--- src/rtl/al_pkg.sv ---
package al_pkg;

  typedef enum logic [2:0] {
    ST_IDLE = 3'd0,
    ST_REQ  = 3'd1,
    ST_XFER = 3'd2,
    ST_IRQ  = 3'd3,
    ST_ERR  = 3'd4
  } al_state_t;

  // Acknowledge match: qualifier high and address equal to entry point.
  function automatic logic ack_match(input logic valid,
                                     input logic [15:0] addr,
                                     input logic [15:0] entry);
    return valid && (addr == entry);
  endfunction

  // Sequencer busy for every state that owns a phase of the load.
  function automatic logic state_busy(input al_state_t s);
    return (s == ST_REQ) || (s == ST_XFER) || (s == ST_IRQ);
  endfunction

endpackage

--- src/rtl/al_fall_detect.sv ---
module al_fall_detect (
  input  logic clk,
  input  logic rst_n,
  input  logic sig_n,
  output logic fell
);
  logic prev_q;

  always_ff @(posedge clk or negedge rst_n) begin
    if (!rst_n) prev_q <= 1'b1;
    else        prev_q <= sig_n;
  end

  assign fell = prev_q && !sig_n;
endmodule

--- src/rtl/al_timeout.sv ---
module al_timeout #(
  parameter int LIMIT = 256
) (
  input  logic clk,
  input  logic rst_n,
  input  logic run,
  output logic hit
);
  localparam int CW = $clog2(LIMIT) + 1;
  localparam logic [CW-1:0] LAST = CW'(LIMIT - 1);

  logic [CW-1:0] cnt_q;

  always_ff @(posedge clk or negedge rst_n) begin
    if (!rst_n)          cnt_q <= '0;
    else if (!run)       cnt_q <= '0;
    else if (cnt_q != LAST) cnt_q <= cnt_q + 1'b1;
  end

  assign hit = run && (cnt_q == LAST);
endmodule

--- src/rtl/autoload_master.sv ---
module autoload_master #(
  parameter int          AW          = 16,
  parameter int          DW          = 16,
  parameter logic [15:0] TARGET_ADDR = 16'h0005,
  parameter logic [15:0] ENTRY_ADDR  = 16'hFB00,
  parameter int          TIMEOUT     = 256
) (
  input  logic          clk,
  input  logic          rst_n,
  input  logic          load_req_n,
  output logic          bus_req,
  input  logic          bus_grant,
  output logic [AW-1:0] addr_out,
  output logic          addr_oe,
  output logic [DW-1:0] data_out,
  output logic          data_oe,
  output logic          wr_n,
  output logic          strb_n,
  input  logic          done_n,
  output logic          irq_n,
  input  logic          ack_valid,
  input  logic [AW-1:0] ack_addr,
  output logic          busy,
  output logic          complete,
  output logic          error
);
  import al_pkg::*;

  al_state_t state_q, state_d;
  logic      start_evt;
  logic      tmo_hit;
  logic      ack_hit;
  logic      done_evt;
  logic      driving;
  logic      complete_q;

  al_fall_detect u_edge (
    .clk   (clk),
    .rst_n (rst_n),
    .sig_n (load_req_n),
    .fell  (start_evt)
  );

  al_timeout #(.LIMIT(TIMEOUT)) u_tmo (
    .clk   (clk),
    .rst_n (rst_n),
    .run   (state_q == ST_XFER),
    .hit   (tmo_hit)
  );

  assign ack_hit  = (state_q == ST_IRQ) &&
                    ack_match(ack_valid, 16'(ack_addr), ENTRY_ADDR);
  assign done_evt = (state_q == ST_XFER) && !done_n;
  assign driving  = (state_q == ST_XFER);

  always_comb begin
    state_d = state_q;
    unique case (state_q)
      ST_IDLE: if (start_evt) state_d = ST_REQ;
      ST_REQ:  if (bus_grant) state_d = ST_XFER;
      ST_XFER: begin
        if (done_evt)     state_d = ST_IRQ;
        else if (tmo_hit) state_d = ST_ERR;
      end
      ST_IRQ:  if (ack_hit) state_d = ST_IDLE;
      ST_ERR:  state_d = ST_ERR;
      default: state_d = ST_IDLE;
    endcase
  end

  always_ff @(posedge clk or negedge rst_n) begin
    if (!rst_n) begin
      state_q    <= ST_IDLE;
      complete_q <= 1'b0;
    end else begin
      state_q <= state_d;
      if (ack_hit) complete_q <= 1'b1;
    end
  end

  assign bus_req  = (state_q == ST_REQ) || driving;
  assign addr_oe  = driving;
  assign data_oe  = driving;
  assign addr_out = driving ? AW'(TARGET_ADDR) : '0;
  assign data_out = driving ? DW'(ENTRY_ADDR)  : '0;
  assign wr_n     = !driving;
  assign strb_n   = !driving;
  assign irq_n    = !(state_q == ST_IRQ);
  assign busy     = state_busy(state_q);
  assign complete = complete_q;
  assign error    = (state_q == ST_ERR);
endmodule

--- config.mk ---
export PLATFORM = sky130hd
export DESIGN_NAME = autoload_master
export DESIGN_NICKNAME = d
export VERILOG_FILES = /design/src/rtl/al_pkg.sv /design/src/rtl/al_fall_detect.sv /design/src/rtl/al_timeout.sv /design/src/rtl/autoload_master.sv
export SDC_FILE = /design/constraint.sdc
export NUM_CORES = 1
export LEC_CHECK = 0
export BUFFER_PORTS_ARGS = -buffer_cell sky130_fd_sc_hd__buf_2
export CORE_ASPECT_RATIO = 0.8
export CORE_MARGIN = 5
export CORE_UTILIZATION = 30
export DETAILED_ROUTE_END_ITERATION = 10
export GPL_TIMING_DRIVEN = 0
export PLACE_DENSITY_LB_ADDON = 0.12
export SLEW_MARGIN = 5
export SYNTH_ARGS = -nofsm -noshare
export SYNTH_HDL_FRONTEND = slang
export SYNTH_SLANG_ARGS = --single-unit
--- constraint.sdc ---
create_clock -name clk -period 2.2 [get_ports clk]
set_clock_uncertainty 0.1 [all_clocks]
set_input_delay 0.22 -clock clk [delete_from_list [all_inputs] [get_ports clk]]
set_output_delay 0.22 -clock clk [all_outputs]
set_load 0.02 [all_outputs]
==> results of run 1 <==
-- layer usage --
metal  wire length (um)  vias up  track usage
li1                   -      474            -
met1                992      397        0.127
met2               1180       31        0.175
met3                125        4       0.0303
met4                 27        0       0.0400
met5                  0        -            0
-- Yosys cell counts, drive strengths merged (3+ instances only) --
library cell | number | area share
buf | 38 | 0.26
dfrtp | 13 | 0.31
nor2 | 11 | 0.039
a21oi | 5 | 0.024
nand2 | 5 | 0.018
nand3 | 4 | 0.019
nand4b | 3 | 0.025
nor3 | 3 | 0.014
o21ai | 3 | 0.014
xor2 | 3 | 0.025
-- worst max path at each step --
stage | start | endpoint | slack [ns] | depth (start not counted)
after global routing | state_q[1]$_DFFE_PN0P_ | data_out[11] | 0.008 | 7
after floorplan | u_tmo.cnt_q[0]$_DFFE_PN0P_ | u_tmo.cnt_q[6]$_DFFE_PN0P_ | 0.33 | 7
final | state_q[1]$_DFFE_PN0P_ | data_out[13] | 0.13 | 7
after detailed placement | u_tmo.cnt_q[0]$_DFFE_PN0P_ | u_tmo.cnt_q[6]$_DFFE_PN0P_ | 0.22 | 7
after CTS | state_q[1]$_DFFE_PN0P_ | data_out[8] | 0.03 | 7
after global placement | u_tmo.cnt_q[0]$_DFFE_PN0P_ | u_tmo.cnt_q[6]$_DFFE_PN0P_ | 0.24 | 7
-- cell type report --
type                            instances  area, um^2  area share
Timing Repair Buffer                   41         215       0.148
Clock buffer                            4        45.0      0.0309
Sequential cell                        14         353       0.242
Timing Repair inverter                  1        7.51     0.00515
Inverter                                2        11.3     0.00773
Buffer                                 38         278       0.191
Multi-Input combinational cell         85         494       0.339
Tap cell                               42        52.6      0.0361
-- state kept, by name, summed over array words and instances (netlist names) --
name and cells:
u_tmo.cnt_q 9, u_edge.prev_q 1, complete 1, state_q 3
-- logic make-up (layout without fill, tap and decap cells) --
family | count (synthesis) | after routing | synth area share
fa+ha+maj | 2 | 2 | 0.0239
flops | 14 | 14 | 0.336
compound gates | 13 | 13 | 0.0789
buf+inv | 40 | 86 | 0.270
mux | 1 | 1 | 0.00957
simple gates | 41 | 41 | 0.236
other cells | 1 | 23 | 0.00359
xor+xnor | 5 | 5 | 0.0419
-- tightest hold or removal path: stages --
cell and delay (ns):
buf_2 0.11, nand3_1 0.06, a21oi_1 0.06
-- timing repair --
item                                   in CTS  in global routing
setup endpoints to repair                   0                 11
endpoints found under the hold margin      14                  0
buffers inserted                            0                  0
resized for setup                           0                  5
hold buffers                                2                  0
-- power breakdown --
group / leakage (uW) / internal [uW] / switching, uW
combinational: 0.000575 / 45.7 / 54.7
clock: 0.0000228 / 128 / 87.6
sequential: 0.000187 / 259 / 0.219
total: 0.000785 / 433 / 143
-- metrics by stage --
stage	hold slack [ns]	worst slack, ns	cells	utilization	area [um^2]
floorplan	-0.176	0.332	139	-	1130
global placement	0.0394	0.237	220	0.405	1380
detailed placement	0.0410	0.225	220	0.405	1380
CTS	0.150	0.0333	226	0.424	1440
global route	0.162	0.00810	227	0.428	1460
finish	0.152	0.134	227	0.428	1460
==> flow_metrics.tcl, run 1 <==
set metrics [dict create \
    status "finished clean" \
    antenna_found_initial 0 \
    place_congestion 0.742 \
    setup_viol 0 \
    ys_types 35 \
    synthFlopType "dfrtp_1" \
    min_path_type "in -> reg" \
    p_leak_uw 0.000785 \
    layout_min_cycle_time_ns 2.07 \
    clk_latency_ns 0.25 \
    r2r_cells 7 \
    cp.required_ns 1.88 \
    p_per_area_mw_per_mm2 395 \
    whs_endpoint "state_q[2]$_DFFE_PN0P_" \
    r2r_start "u_tmo.cnt_q[0]$_DFFE_PN0P_" \
    die_y_um 62.8 \
    fill_cells 337 \
    cp-start-kind "flop" \
    drv_cap 0 \
    cp_slowest_cell "dfrtp_1" \
    timing.setup.tns_ns 0 \
    rr_endpoint "u_tmo.cnt_q[6]$_DFFE_PN0P_" \
    post-route-period-util 0.939 \
    pin_count 63 \
    dp_hpwl_um 1870 \
    wl_per_cell_um 10.3 \
    drt_iter0_drc 56 \
    synth_seq_cells 14 \
    grt_pass1_wl_um 4220 \
    crit_fanout 12 \
    rows 19 \
    dieArea_mm2 0.00477 \
    rsz0062_at_grt "false" \
    core_area_mm2 0.00340 \
    synth_area_per_cell_um2 8.94 \
    initial_core_util 0.308 \
    min_path_cells 3 \
    cts_num_sinks 14 \
    syn_area_mm2 0.00105 \
    viasPerCell 3.99 \
    clkSlewWorstSetupHoldPaths_ns 0.05 \
    crit_arrival_ns 1.75 \
    final_common_cell "buf_2" \
    gr-total-overflow 0 \
    layout-area-overhead-vs-synth_pct 39.2 \
    cts-buffers-inserted 3 \
    ff2ff_setup_slack_ns 0.21 \
    place.port_buffers 39 \
    drv_slew 0 \
    ys_async_sr_fraction 1.00 \
    cts_root_buffer "clkbuf_8" \
    fmax_mhz 484 \
    grt_pass1_vias 911 \
    drc 0 \
    routed_wl_um 2330 \
    synth_cells 117 \
    grt_max_degree 15 \
    cpLargestDelayFamily "buffers and inverters" \
    htreeDepth 1 \
    total_power_uw 575 \
    min-delay-start "done_n" \
    layout.nets 210 \
    crit_type "reg -> out" \
    num_antenna_cells 0 \
    hold_viol 0 \
    clk_path_buf_depth 2 \
    grt_usage 0.105 \
    vias 906 \
    antenna_left 0 \
    final_cell_mix "42 x buf_2, 35 x buf_4, 23 x conb_1" \
    synth_seq_area_share 0.336 \
    cpPeakStageDelay_ns 0.35 \
    worstPathCellList "buf_2 > and2b_1 > nand2b_1 > buf_4 > clkinvlp_4 > buf_4 > buf_2" \
    ys_warn_count 0 \
    cp_num_buf_inv 5 \
    endpoint_kind "output port" \
    firstDrtPassIters 4 \
    synth_edf_count 0 \
    cts_tree "done" \
    ir_worst_vdd_mv 0.165 \
    chipWidth_um 76.0 \
    drive_gt1_frac 0.465 \
]
Note: power is estimated with default switching activity, not from simulation.
==> inputs of run 2 (changes only) <==
==> constraint.sdc (replaced) <==
create_clock -name clk -period 2.6 [get_ports clk]
set_clock_uncertainty 0.1 [all_clocks]
set_input_delay 0.26 -clock clk [delete_from_list [all_inputs] [get_ports clk]]
set_output_delay 0.26 -clock clk [all_outputs]
set_load 0.02 [all_outputs]
==> run 2 against run 1 <==
Wire length fell by 2.3%. First-iteration DRC count rose by 3.6%. Via count fell by 1.2%. Cell area fell by 1.7%. Hold slack got worse by 0.12 ns. Sequential share of layout area rose by 0.34 points. Sequential power fell by 15%. Combinational power fell by 16%. Non-clock buffer count fell by 1. Clock-buffer cell count did not move. Global-route usage barely moved. Register-to-register slack improved by 0.41 ns. Critical path type unchanged. Largest cell class unchanged. Largest power group unchanged.
==> flow_metrics.tcl, run 2 (same netlist as run 1, synthesis figures left out) <==
set metrics [dict create \
    status "finished clean" \
    layout.nets 208 \
    place.port_buffers 39 \
    dieArea_mm2 0.00477 \
    rsz0062_at_grt "false" \
    cts_num_sinks 14 \
    total_power_uw 486 \
    antenna_left 0 \
    stdcell_count 225 \
    cp.required_ns 2.24 \
    timing.hold.ws_ns 0.0325 \
    crit_arrival_ns 1.81 \
    hold_viol 0 \
    cts.repair.resized 0 \
    gr-total-overflow 0 \
    final_cell_mix "43 x buf_2, 34 x buf_4, 23 x conb_1" \
    dp_hpwl_um 1870 \
    grtUsageMet3 0.0303 \
    cp-startpoint "state_q[1]$_DFFE_PN0P_" \
    grt_pass1_vias 905 \
    core_area_mm2 0.00340 \
    min_path_type "in -> reg" \
    place_inst 220 \
    viasPerCell 3.98 \
    layout-area-overhead-vs-synth_pct 36.8 \
    r2r_start "u_tmo.cnt_q[0]$_DFFE_PN0P_" \
    setup_viol 0 \
    cts-buffers-inserted 3 \
    drive_gt1_frac 0.454 \
    cp-start-kind "flop" \
    clk_path_buf_depth 2 \
    drv_cap 0 \
    vias 895 \
    initial_core_util 0.308 \
    grt_usage 0.105 \
    firstDrtPassIters 4 \
    grtUsageMet1 0.126 \
    grt-busiest-layer "met2" \
    p_per_area_mw_per_mm2 339 \
    routed_wl_um 2280 \
    drt_iter0_drc 58 \
    antenna_found_initial 0 \
    drv_slew 0 \
    cts_tree "done" \
    cts_root_buffer "clkbuf_8" \
    top_regs "u_tmo.cnt_q x9, state_q x3" \
    fmax_mhz 461 \
    num_antenna_cells 0 \
    pin_count 63 \
    grt_max_degree 15 \
    largest_reg_flops 9 \
    regMostFlops "u_tmo.cnt_q" \
    rows 19 \
    drc 0 \
    die_y_um 62.8 \
    use_met2 0.175 \
    wl_per_cell_um 10.1 \
    crit_fanout 11 \
    min-delay-start "load_req_n" \
    htreeDepth 1 \
    endpoint_kind "output port" \
    grt_pass1_wl_um 4200 \
    layout_min_cycle_time_ns 2.17 \
    crit_type "reg -> out" \
    chipWidth_um 76.0 \
    timing.setup.tns_ns 0 \
    ir_worst_vdd_mv 0.140 \
    final_common_cell "buf_2" \
    post-route-period-util 0.835 \
    clkSlewWorstSetupHoldPaths_ns 0.05 \
    p_leak_uw 0.000789 \
    clk_latency_ns 0.25 \
    place_congestion 0.742 \
]
-- run 2: cell types whose count changed in the layout (fill, tap and decap cells not counted), sizes merged --
| cell | before | now |
|---|---|---|
| inv | 1 | 2 |
| dlygate4sd3 | 2 | 1 |
| clkinvlp | 2 | 0 |
-- run 2: final timing paths --
path / to / slack [ns] / cells after the start
worst max-delay path: data_out[13] / 0.43 / 7
worst min-delay path: u_edge.prev_q$_DFF_PN1_ / 0.03 / 1
worst max register to register: u_tmo.cnt_q[6]$_DFFE_PN0P_ / 0.62 / 7
worst min register to register: complete$_DFFE_PN0P_ / 0.36 / 1
max in group asynchronous: u_edge.prev_q$_DFF_PN1_ / 1.76 / 2
min in group asynchronous: state_q[0]$_DFFE_PN0P_ / 0.33 / 2
-- run 2: power breakdown --
group	internal (uW)	leakage, uW	switching, uW
clock	108	0.0000228	74.4
sequential	219	0.000187	0.185
combinational	37.7	0.000579	46.1
total	365	0.000789	121
-- run 2: repair_timing --
action | CTS | global route
setup buffers | 0 | 0
hold buffers | 1 | 0
endpoints found under the hold margin | 13 | 0
-- run 2: routing by layer --
layer  vias up  wire length [um]
met3         4               119
met4         0                27
met2        29              1170
li1        470                 -
met1       392               954
met5         -                 0
-- run 2: area by class of cell --
type,instances,area [um^2]
Fill cell,338,1970
Clock buffer,4,45.0
Tap cell,42,52.6
Multi-Input combinational cell,85,494
Buffer,38,275
Timing Repair Buffer,40,205
Sequential cell,14,352
Inverter,2,7.51
-- run 2: per-stage QoR --
step / setup slack [ns] / utilization / area (um^2)
2_1_floorplan: 0.732 / - / 1130
3_3_place_gp: 0.637 / 0.405 / 1380
3_5_place_dp: 0.625 / 0.405 / 1380
4_1_cts: 0.393 / 0.421 / 1430
5_1_grt: 0.248 / 0.421 / 1430
6_report: 0.430 / 0.421 / 1430
-- run 2: worst max-delay path, stage by stage, from the launching register on --
cell and delay, ns:
dfrtp_1 0.35, buf_2 0.16, and2b_1 0.20, nand2b_1 0.10, buf_2 0.24, inv_1 0.19
buf_4 0.17, buf_2 0.15
==> inputs of run 3 (changes only) <==
==> constraint.sdc (replaced) <==
create_clock -name clk -period 1.85 [get_ports clk]
set_clock_uncertainty 0.1 [all_clocks]
set_input_delay 0.185 -clock clk [delete_from_list [all_inputs] [get_ports clk]]
set_output_delay 0.185 -clock clk [all_outputs]
set_load 0.02 [all_outputs]
==> run 3 against run 2 <==
The flow now finishes with violations (negative setup slack). Sequential power grew 40%. Die area did not move. First-iteration DRC count is 24% higher. Power rose by 43%. Utilization grew 5.9 points. Via count increased by 11%. Hold slack better by 0.092 ns. Critical path type is now reg -> reg. Critical endpoint is now u_tmo.cnt_q[7]$_DFFE_PN0P_.
==> flow_metrics.tcl, run 3 (same netlist as run 1, synthesis figures left out) <==
set metrics [dict create \
    status "finished with violations" \
    violations "negative setup slack" \
    top_regs "u_tmo.cnt_q x9, state_q x3" \
    p_leak_uw 0.000854 \
    cp_slowest_cell "or3_1" \
    r2r_cells 7 \
    cts_tree "done" \
    drv_cap 0 \
    core_area_mm2 0.00340 \
    final_common_cell "buf_4" \
    clk_latency_ns 0.25 \
    drc 0 \
    setup_slack_ns -0.0390 \
    vias 992 \
    viasPerCell 4.08 \
    gr-total-overflow 0 \
    antenna_found_initial 0 \
    rsz0062_at_grt "true" \
    worstPathCellList "ha_2 > nand3_2 > nor2_2 > ha_2 > nand4b_1 > or3_1 > a21oi_2" \
    pre_cts_slack_ns -0.115 \
    die_y_um 62.8 \
    layout.nets 226 \
    initial_core_util 0.308 \
    hold_viol 0 \
    place_congestion 0.701 \
    drv_slew 0 \
    cts-buffers-inserted 3 \
    place.port_buffers 39 \
    crit_fanout 5 \
    cpPeakStageDelay_ns 0.43 \
    routed_wl_um 2710 \
    swShare 0.259 \
    grt_usage 0.115 \
    seqCellArea_um2 357 \
    min_path_cells 3 \
    cts_root_buffer "clkbuf_8" \
    pwr-share-seq 0.444 \
    dieArea_mm2 0.00477 \
    endpoint_kind "flop" \
    regMostFlops "u_tmo.cnt_q" \
    layout_min_cycle_time_ns 1.89 \
    pin_count 63 \
    cp-start-kind "flop" \
    post-route-period-util 1.02 \
    dp_hpwl_um 1940 \
    rows 19 \
    p_switching_uw 180 \
    clkSlewWorstSetupHoldPaths_ns 0.06 \
    cts_num_sinks 14 \
    antenna_left 0 \
    layout-area-overhead-vs-synth_pct 56.0 \
    crit_arrival_ns 1.96 \
    setup_viol 1 \
    fill_cells 337 \
    htreeDepth 1 \
    ir_worst_vdd_mv 0.204 \
    clk_path_buf_depth 2 \
    drt_iter0_drc 72 \
    wl_per_cell_um 11.2 \
    multi_input_comb_area_um2 531 \
    fmax_mhz 529 \
    final_core_util 0.480 \
    min_path_type "in -> reg" \
    grt_pass1_wl_um 4560 \
    largest_reg_flops 9 \
    grt_max_degree 15 \
    timing.setup.tns_ns -0.0390 \
    cp_num_cells 7 \
    grt_pass1_vias 1066 \
    cp_common_cell "ha_2" \
    cp.required_ns 1.92 \
    final_cell_mix "52 x buf_4, 39 x buf_2, 23 x conb_1" \
    p_per_area_mw_per_mm2 426 \
    firstDrtPassIters 4 \
    cpLargestDelayFamily "simple AND/OR/NAND/NOR gates" \
    cp_num_buf_inv 0 \
    p_int_uw 515 \
    pwr-share-clk 0.384 \
    chipWidth_um 76.0 \
    num_antenna_cells 0 \
    total_power_uw 695 \
    p_comb_frac 0.172 \
    crit_type "reg -> reg" \
    drive_gt1_frac 0.572 \
]
## run 3: cell types whose count changed in the layout (fill, tap and decap cells not counted), moves of 2 or more
cell        change
buf_4          +18
dfrtp_2         +4
dfrtp_1         -4
a21oi_2         +3
ha_2            +2
buf_6           +2
buf_2           -4
ha_1            -2
a21oi_1         -3
clkinvlp_4      +2
## run 3: layout make-up
cell class | instances | area share
Multi-Input combinational cell | 85 | 0.325
Sequential cell | 14 | 0.219
Timing Repair Buffer | 59 | 0.215
Buffer | 36 | 0.170
Tap cell | 42 | 0.0322
Clock buffer | 4 | 0.0276
Inverter | 2 | 0.00690
Timing Repair inverter | 1 | 0.00460
## run 3: worst reg2reg max path, delay by kind of cell, from the launching register on
family / cells / cell delay, ns
compound gates: 1 / 0.13
fa+ha+maj: 2 / 0.38
flops: 1 / 0.39
simple gates: 4 / 0.81
## run 3: path summary, 6_finish.rpt
check | start | to | slack [ns]
max | u_tmo.cnt_q[1]$_DFFE_PN0P_ | u_tmo.cnt_q[7]$_DFFE_PN0P_ | -0.04
min | done_n | state_q[2]$_DFFE_PN0P_ | 0.12
max reg2reg | u_tmo.cnt_q[1]$_DFFE_PN0P_ | u_tmo.cnt_q[7]$_DFFE_PN0P_ | -0.04
min reg2reg | complete$_DFFE_PN0P_ | complete$_DFFE_PN0P_ | 0.37
max in group asynchronous | rst_n | u_edge.prev_q$_DFF_PN1_ | 1.09
min in group asynchronous | rst_n | state_q[0]$_DFFE_PN0P_ | 0.26
## run 3: through the flow
| stage | area [um^2] | cells | hold slack [ns] |
|---|---|---|---|
| floorplan | 1130 | 139 | -0.211 |
| global placement | 1380 | 220 | 0.00856 |
| detailed placement | 1380 | 220 | 0.0107 |
| CTS | 1580 | 239 | 0.115 |
| global route | 1630 | 243 | 0.162 |
| finish | 1630 | 243 | 0.124 |
## run 3: per-layer routing
layer | part of all wire | wire length [um] | GRT usage
met5 | 0 | 0 | 0
met4 | 0.0092 | 25 | 0.0400
met3 | 0.062 | 168 | 0.0360
met2 | 0.52 | 1410 | 0.206
met1 | 0.41 | 1110 | 0.127
## run 3: power groups by stage
stage	clock network, uW	logic, uW	registers, uW
2_1_floorplan	0	83.0	314
3_3_place_gp	0	113	314
3_5_place_dp	0	114	314
4_1_cts	274	117	308
5_1_grt	284	131	308
6_report	267	120	308
## run 3: timing repair
| action | in CTS | in global routing |
|---|---|---|
| gates resized for setup | 13 | 6 |
| endpoints found under the hold margin | 14 | 0 |
| hold buffers | 2 | 0 |
| gates cloned | 1 | 0 |
| setup buffers | 14 | 4 |
| pin swaps | 1 | 6 |
| endpoints found under the setup margin | 15 | 14 |
